[config.mk]
export PLATFORM = sky130hd
export DESIGN_NAME = alu_exec
export DESIGN_NICKNAME = d
export VERILOG_FILES = /design/src/rtl/alu_exec_pkg.sv /design/src/rtl/alu_fn_decode.sv /design/src/rtl/alu_addsub.sv /design/src/rtl/alu_bitwise.sv /design/src/rtl/alu_exec.sv
export SDC_FILE = /design/constraint.sdc
export NUM_CORES = 1
export LEC_CHECK = 0
export BUFFER_PORTS_ARGS = -buffer_cell sky130_fd_sc_hd__buf_2
export CAP_MARGIN = 10
export CORE_ASPECT_RATIO = 0.75
export CORE_MARGIN = 3
export CORE_UTILIZATION = 50
export DETAILED_ROUTE_END_ITERATION = 16
export PLACE_DENSITY = 0.74
export SLEW_MARGIN = 0
export SYNTH_ARGS = -nofsm -noshare
export SYNTH_HDL_FRONTEND = slang
export SYNTH_HIERARCHICAL = 1
export SYNTH_SLANG_ARGS = --single-unit
[constraint.sdc]
create_clock -name vclk -period 4.5
set_input_delay 0.45 -clock vclk [all_inputs]
set_output_delay 0.45 -clock vclk [all_outputs]
set_load 0.05 [all_outputs]
[src/rtl/alu_exec_pkg.sv]
package alu_exec_pkg;

  localparam int unsigned FN_W = 6;

  typedef enum logic [FN_W-1:0] {
    FN_ADD_TRAP = 6'h20,
    FN_ADD_WRAP = 6'h21,
    FN_SUB_TRAP = 6'h22,
    FN_SUB_WRAP = 6'h23,
    FN_AND      = 6'h24,
    FN_OR       = 6'h25,
    FN_XOR      = 6'h26,
    FN_NOR      = 6'h27
  } fn_code_e;

  typedef enum logic [1:0] {
    BW_AND = 2'd0,
    BW_OR  = 2'd1,
    BW_XOR = 2'd2,
    BW_NOR = 2'd3
  } bw_sel_e;

  typedef struct packed {
    logic    known;
    logic    arith;
    logic    subtract;
    logic    may_trap;
    bw_sel_e bw;
  } op_ctl_t;

endpackage

[src/rtl/alu_fn_decode.sv]
module alu_fn_decode
  import alu_exec_pkg::*;
(
  input  logic [FN_W-1:0] fn,
  output op_ctl_t         ctl
);
  always_comb begin
    ctl = '{known: 1'b0, arith: 1'b0, subtract: 1'b0, may_trap: 1'b0, bw: BW_AND};
    case (fn)
      FN_ADD_TRAP: begin ctl.known = 1'b1; ctl.arith = 1'b1; ctl.may_trap = 1'b1; end
      FN_ADD_WRAP: begin ctl.known = 1'b1; ctl.arith = 1'b1; end
      FN_SUB_TRAP: begin ctl.known = 1'b1; ctl.arith = 1'b1; ctl.subtract = 1'b1; ctl.may_trap = 1'b1; end
      FN_SUB_WRAP: begin ctl.known = 1'b1; ctl.arith = 1'b1; ctl.subtract = 1'b1; end
      FN_AND:      begin ctl.known = 1'b1; ctl.bw = BW_AND; end
      FN_OR:       begin ctl.known = 1'b1; ctl.bw = BW_OR;  end
      FN_XOR:      begin ctl.known = 1'b1; ctl.bw = BW_XOR; end
      FN_NOR:      begin ctl.known = 1'b1; ctl.bw = BW_NOR; end
      default:     ;
    endcase
  end
endmodule

[src/rtl/alu_addsub.sv]
module alu_addsub #(
  parameter int unsigned W = 32
) (
  input  logic [W-1:0] a,
  input  logic [W-1:0] b,
  input  logic         sub,
  output logic [W-1:0] sum,
  output logic         cy_or_borrow,
  output logic         sovf
);
  localparam int unsigned MSB = W - 1;

  logic [W-1:0] b_eff;
  logic [W:0]   wide;

  always_comb begin
    b_eff        = sub ? ~b : b;
    wide         = {1'b0, a} + {1'b0, b_eff} + {{W{1'b0}}, sub};
    sum          = wide[W-1:0];
    // the adder carry-out is inverted to form a borrow on subtraction
    cy_or_borrow = sub ? ~wide[W] : wide[W];
    sovf         = (a[MSB] == b_eff[MSB]) && (sum[MSB] != a[MSB]);
  end
endmodule

[src/rtl/alu_bitwise.sv]
module alu_bitwise
  import alu_exec_pkg::*;
#(
  parameter int unsigned W = 32
) (
  input  logic [W-1:0] a,
  input  logic [W-1:0] b,
  input  bw_sel_e      sel,
  output logic [W-1:0] y
);
  for (genvar i = 0; i < W; i++) begin : g_lane
    always_comb begin
      case (sel)
        BW_AND:  y[i] = a[i] & b[i];
        BW_OR:   y[i] = a[i] | b[i];
        BW_XOR:  y[i] = a[i] ^ b[i];
        default: y[i] = ~(a[i] | b[i]);
      endcase
    end
  end
endmodule

[src/rtl/alu_exec.sv]
module alu_exec
  import alu_exec_pkg::*;
#(
  parameter int unsigned W = 32
) (
  input  logic [W-1:0]    opa,
  input  logic [W-1:0]    opb,
  input  logic [FN_W-1:0] fn,
  output logic [W-1:0]    res,
  output logic            wr_en,
  output logic            trap,
  output logic            cy,
  output logic            sovf,
  output logic            bad_fn
);
  op_ctl_t      ctl;
  logic [W-1:0] as_sum;
  logic         as_cy;
  logic         as_ovf;
  logic [W-1:0] bw_y;

  alu_fn_decode u_dec (.fn(fn), .ctl(ctl));

  alu_addsub #(.W(W)) u_as (
    .a(opa), .b(opb), .sub(ctl.subtract),
    .sum(as_sum), .cy_or_borrow(as_cy), .sovf(as_ovf)
  );

  alu_bitwise #(.W(W)) u_bw (.a(opa), .b(opb), .sel(ctl.bw), .y(bw_y));

  always_comb begin
    bad_fn = ~ctl.known;
    if (!ctl.known) begin
      res = '0; cy = 1'b0; sovf = 1'b0; trap = 1'b0; wr_en = 1'b0;
    end else if (ctl.arith) begin
      res   = as_sum;
      cy    = as_cy;
      sovf  = as_ovf;
      trap  = ctl.may_trap & as_ovf;
      wr_en = ~(ctl.may_trap & as_ovf);
    end else begin
      res = bw_y; cy = 1'b0; sovf = 1'b0; trap = 1'b0; wr_en = 1'b1;
    end
  end
endmodule

==> impl_results.md <==
* Synth warnings at 6
* Fmax at 234.2 MHz
* First-pass detailed-route iteration total at 4
* DR vias at 4,899
* CP Launch Type: input pin
* Worst Setup End Kind: primary output
* Avg Synthesized Cell Area at 7.210 um^2
* CP delay by family, top: simple AND/OR/NAND/NOR gates
* Post-route setup slack at 0.2299 ns
* Final nets at 939
* Vias in the first global route at 4,508
* Row cnt at 30
* Detail Route Antenna Nets at 0
* Overall global routing resource usage at 21.81%
* Required time of the critical path at 4.05 ns
* Layout filler cell count at 912
* Worst EP arrival at 3.82 ns
* MaxCap Viol Count at 0
* Final-layout clock buffer total at 0
* Ant diodes at 0
* Power Density at 111.4 nW/um^2
* Worst vdd ir at 48.26 uV
* Min Hold Slack at 1.381 ns
* Initial antenna violation count at 0
* Drt via density at 5.449
* CP cell instances: buf_2, nand3b_1, nor3_2, buf_4, buf_4, xor2_1, ha_1, nand2_1, or3_1, o221ai_1, inv_1, and2_1, o21ai_1, xor2_1, mux2i_1, nor2_1, buf_2
* Flip-flop and latch area at 0 um^2
* Slew Limit Headroom at 26.84%
* Final TNS setup at 0 ns
* Part of the power in registers at 0%
* Die area at 11,210 um^2
* Pre-CTS setup slack at 0.1841 ns
* Iteration-0 DRC Markers at 267
* Grt ovf at 0
* Avg WL per Cell at 14.21 um
* Actual transition at the worst max-transition pin at 1.091 ns
* Max Fanout on Critical Path at 10
* Post-DP HPWL at 10,340 um
* Starting Density at 53.09%
* Final Power at 622.4 uW
* Area delta synth->final at 12.18%
* IO Count at 107
* First-pass GRT wire length at 21,280 um
* Switching power at 353.9 uW
* Slowest CP cell: ha_1
* Layout cells sized above 1 at 22.05%
* Cell taking the most area after synthesis: ha_1
* Combinational Power Share at 100.0%
* FFs & Latches at 0
* Slew Viols, Final at 0
* Final Wtd Congestion at 0.9024
* Syn Nets at 857
* Routed WL at 12,770 um
* Drt drc at 0
* Port-buffer cells at 107
* Type of the tightest min-delay check: input pin to primary output
* Fin crit share at 94.89%
* Hold Vio Cnt, Final at 0
* Final Critical Period at 4.270 ns
* Die Width at 121.3 um
* Worst Setup Path Type: input pin to primary output
* Pleak at 2.861 nW
* Yosys cell types at 57
* Register area share after synthesis at 0%
* Outcome: complete, no violations
* Final setup viols at 0
* Internal Power at 268.5 uW
* Clk network pwr share at 0%
* Largest cells by area after synthesis: ha_1 (24%), mux2_4 (7.8%), xor2_1 (7.2%)
* Core area at 9384 um^2
* Largest net degree at the start of global routing at 65
* Syn Inst Count at 691
* Synthesized area at 4982 um^2
* Max incr delay on CP at 0.43 ns
* CP Buf/Inv Count at 5
* Synth top area share at 23.86%
* Sw Share at 56.85%
* Die Ht at 92.45 um
==> cells by family after synthesis <==
| family | after synthesis | share of synthesized area [%] |
|---|---|---|
| AND/OR/NAND/NOR | 191 | 18.36 |
| AO/OA/AOI/OAI | 167 | 20.82 |
| adder cells (fa/ha/maj) | 96 | 24.26 |
| multiplexers | 60 | 14.67 |
| buffers and inverters | 116 | 11.18 |
| XOR/XNOR | 61 | 10.72 |
==> metal layers <==
metal	routed length, um	up-vias	track usage [%]
li1	-	2523	-
met1	6788	2235	34.07
met2	5316	133	34.54
met3	592	8	0.4884
met4	74	0	1.493
met5	0	-	0
==> cells in the mapped netlist, types with 10 or more instances <==
library cell and number:
ha_1 95, inv_1 78, nand2_1 72, o21ai_1 54, nor2_1 50, xor2_1 41
a21oi_1 34, mux2i_1 34, mux2_4 26, xnor2_1 20, o21ai_0 18, nor2b_1 16
a21o_1 13, nand3_1 11, clkbuf_1 10, nor3_1 10
==> power by group through the flow <==
| stage | clock network, mW | logic, mW | registers [mW] |
|---|---|---|---|
| after CTS | 0 | 0.606 | 0 |
| after floorplan | 0 | 0.454 | 0 |
| after global routing | 0 | 0.691 | 0 |
| final | 0 | 0.622 | 0 |
| after global placement | 0 | 0.587 | 0 |
| after detailed placement | 0 | 0.603 | 0 |
==> what timing repair did <==
item	in CTS	in global routing
resized for setup	0	19
hold buffers	0	0
setup endpoints to repair	0	10
setup buffers	0	2
==> cell type report <==
class / count / area [um^2] / share of cell area, %
multi-input combinational: 575 / 4491 / 80.34
inverter: 79 / 296.5 / 5.306
tap: 128 / 160.2 / 2.865
timing repair buffer: 117 / 641.9 / 11.48
==> placed cells by master, fill, tap and decap left out, types with 2 or more instances in the layout <==
master and n:
ha_1 95, xnor2_1 20, nor2_1 48, nor4_1 2, nor3_1 7, buf_2 101, a21oi_1 31, o21ai_1 55
nand3b_1 2, o21bai_1 8, nor2b_1 15, inv_1 78, and2_1 6, nand4_1 6, o211ai_2 2, and3_1 2
o221ai_1 3, a21o_1 13, nor2_2 2, or2_2 2, mux2_4 26, xor2_1 41, o21ai_0 17, o211ai_1 5
a21oi_2 3, mux2i_1 34, a31oi_1 7, o2111ai_1 2, nor3_2 4, nor2b_4 3, clkbuf_4 3, and4_1 2
nand3_1 11, o21a_1 4, a211oi_1 5, nand2_1 72, buf_4 11
==> final timing paths <==
path,from,to,slack [ns],depth (start not counted)
worst max-delay path,fn[4],res[28],0.23,17
worst min-delay path,fn[0],trap,1.38,4
==> stage by stage <==
step | util [%] | area (um^2) | std cells
6_report | 59.56 | 5589 | 899
5_1_grt | 59.56 | 5589 | 899
4_1_cts | 58.79 | 5517 | 897
3_5_place_dp | 58.79 | 5517 | 897
3_3_place_gp | 58.79 | 5517 | 897
2_1_floorplan | - | 4985 | 691
No activity file was read; power rests on OpenSTA's default activity.
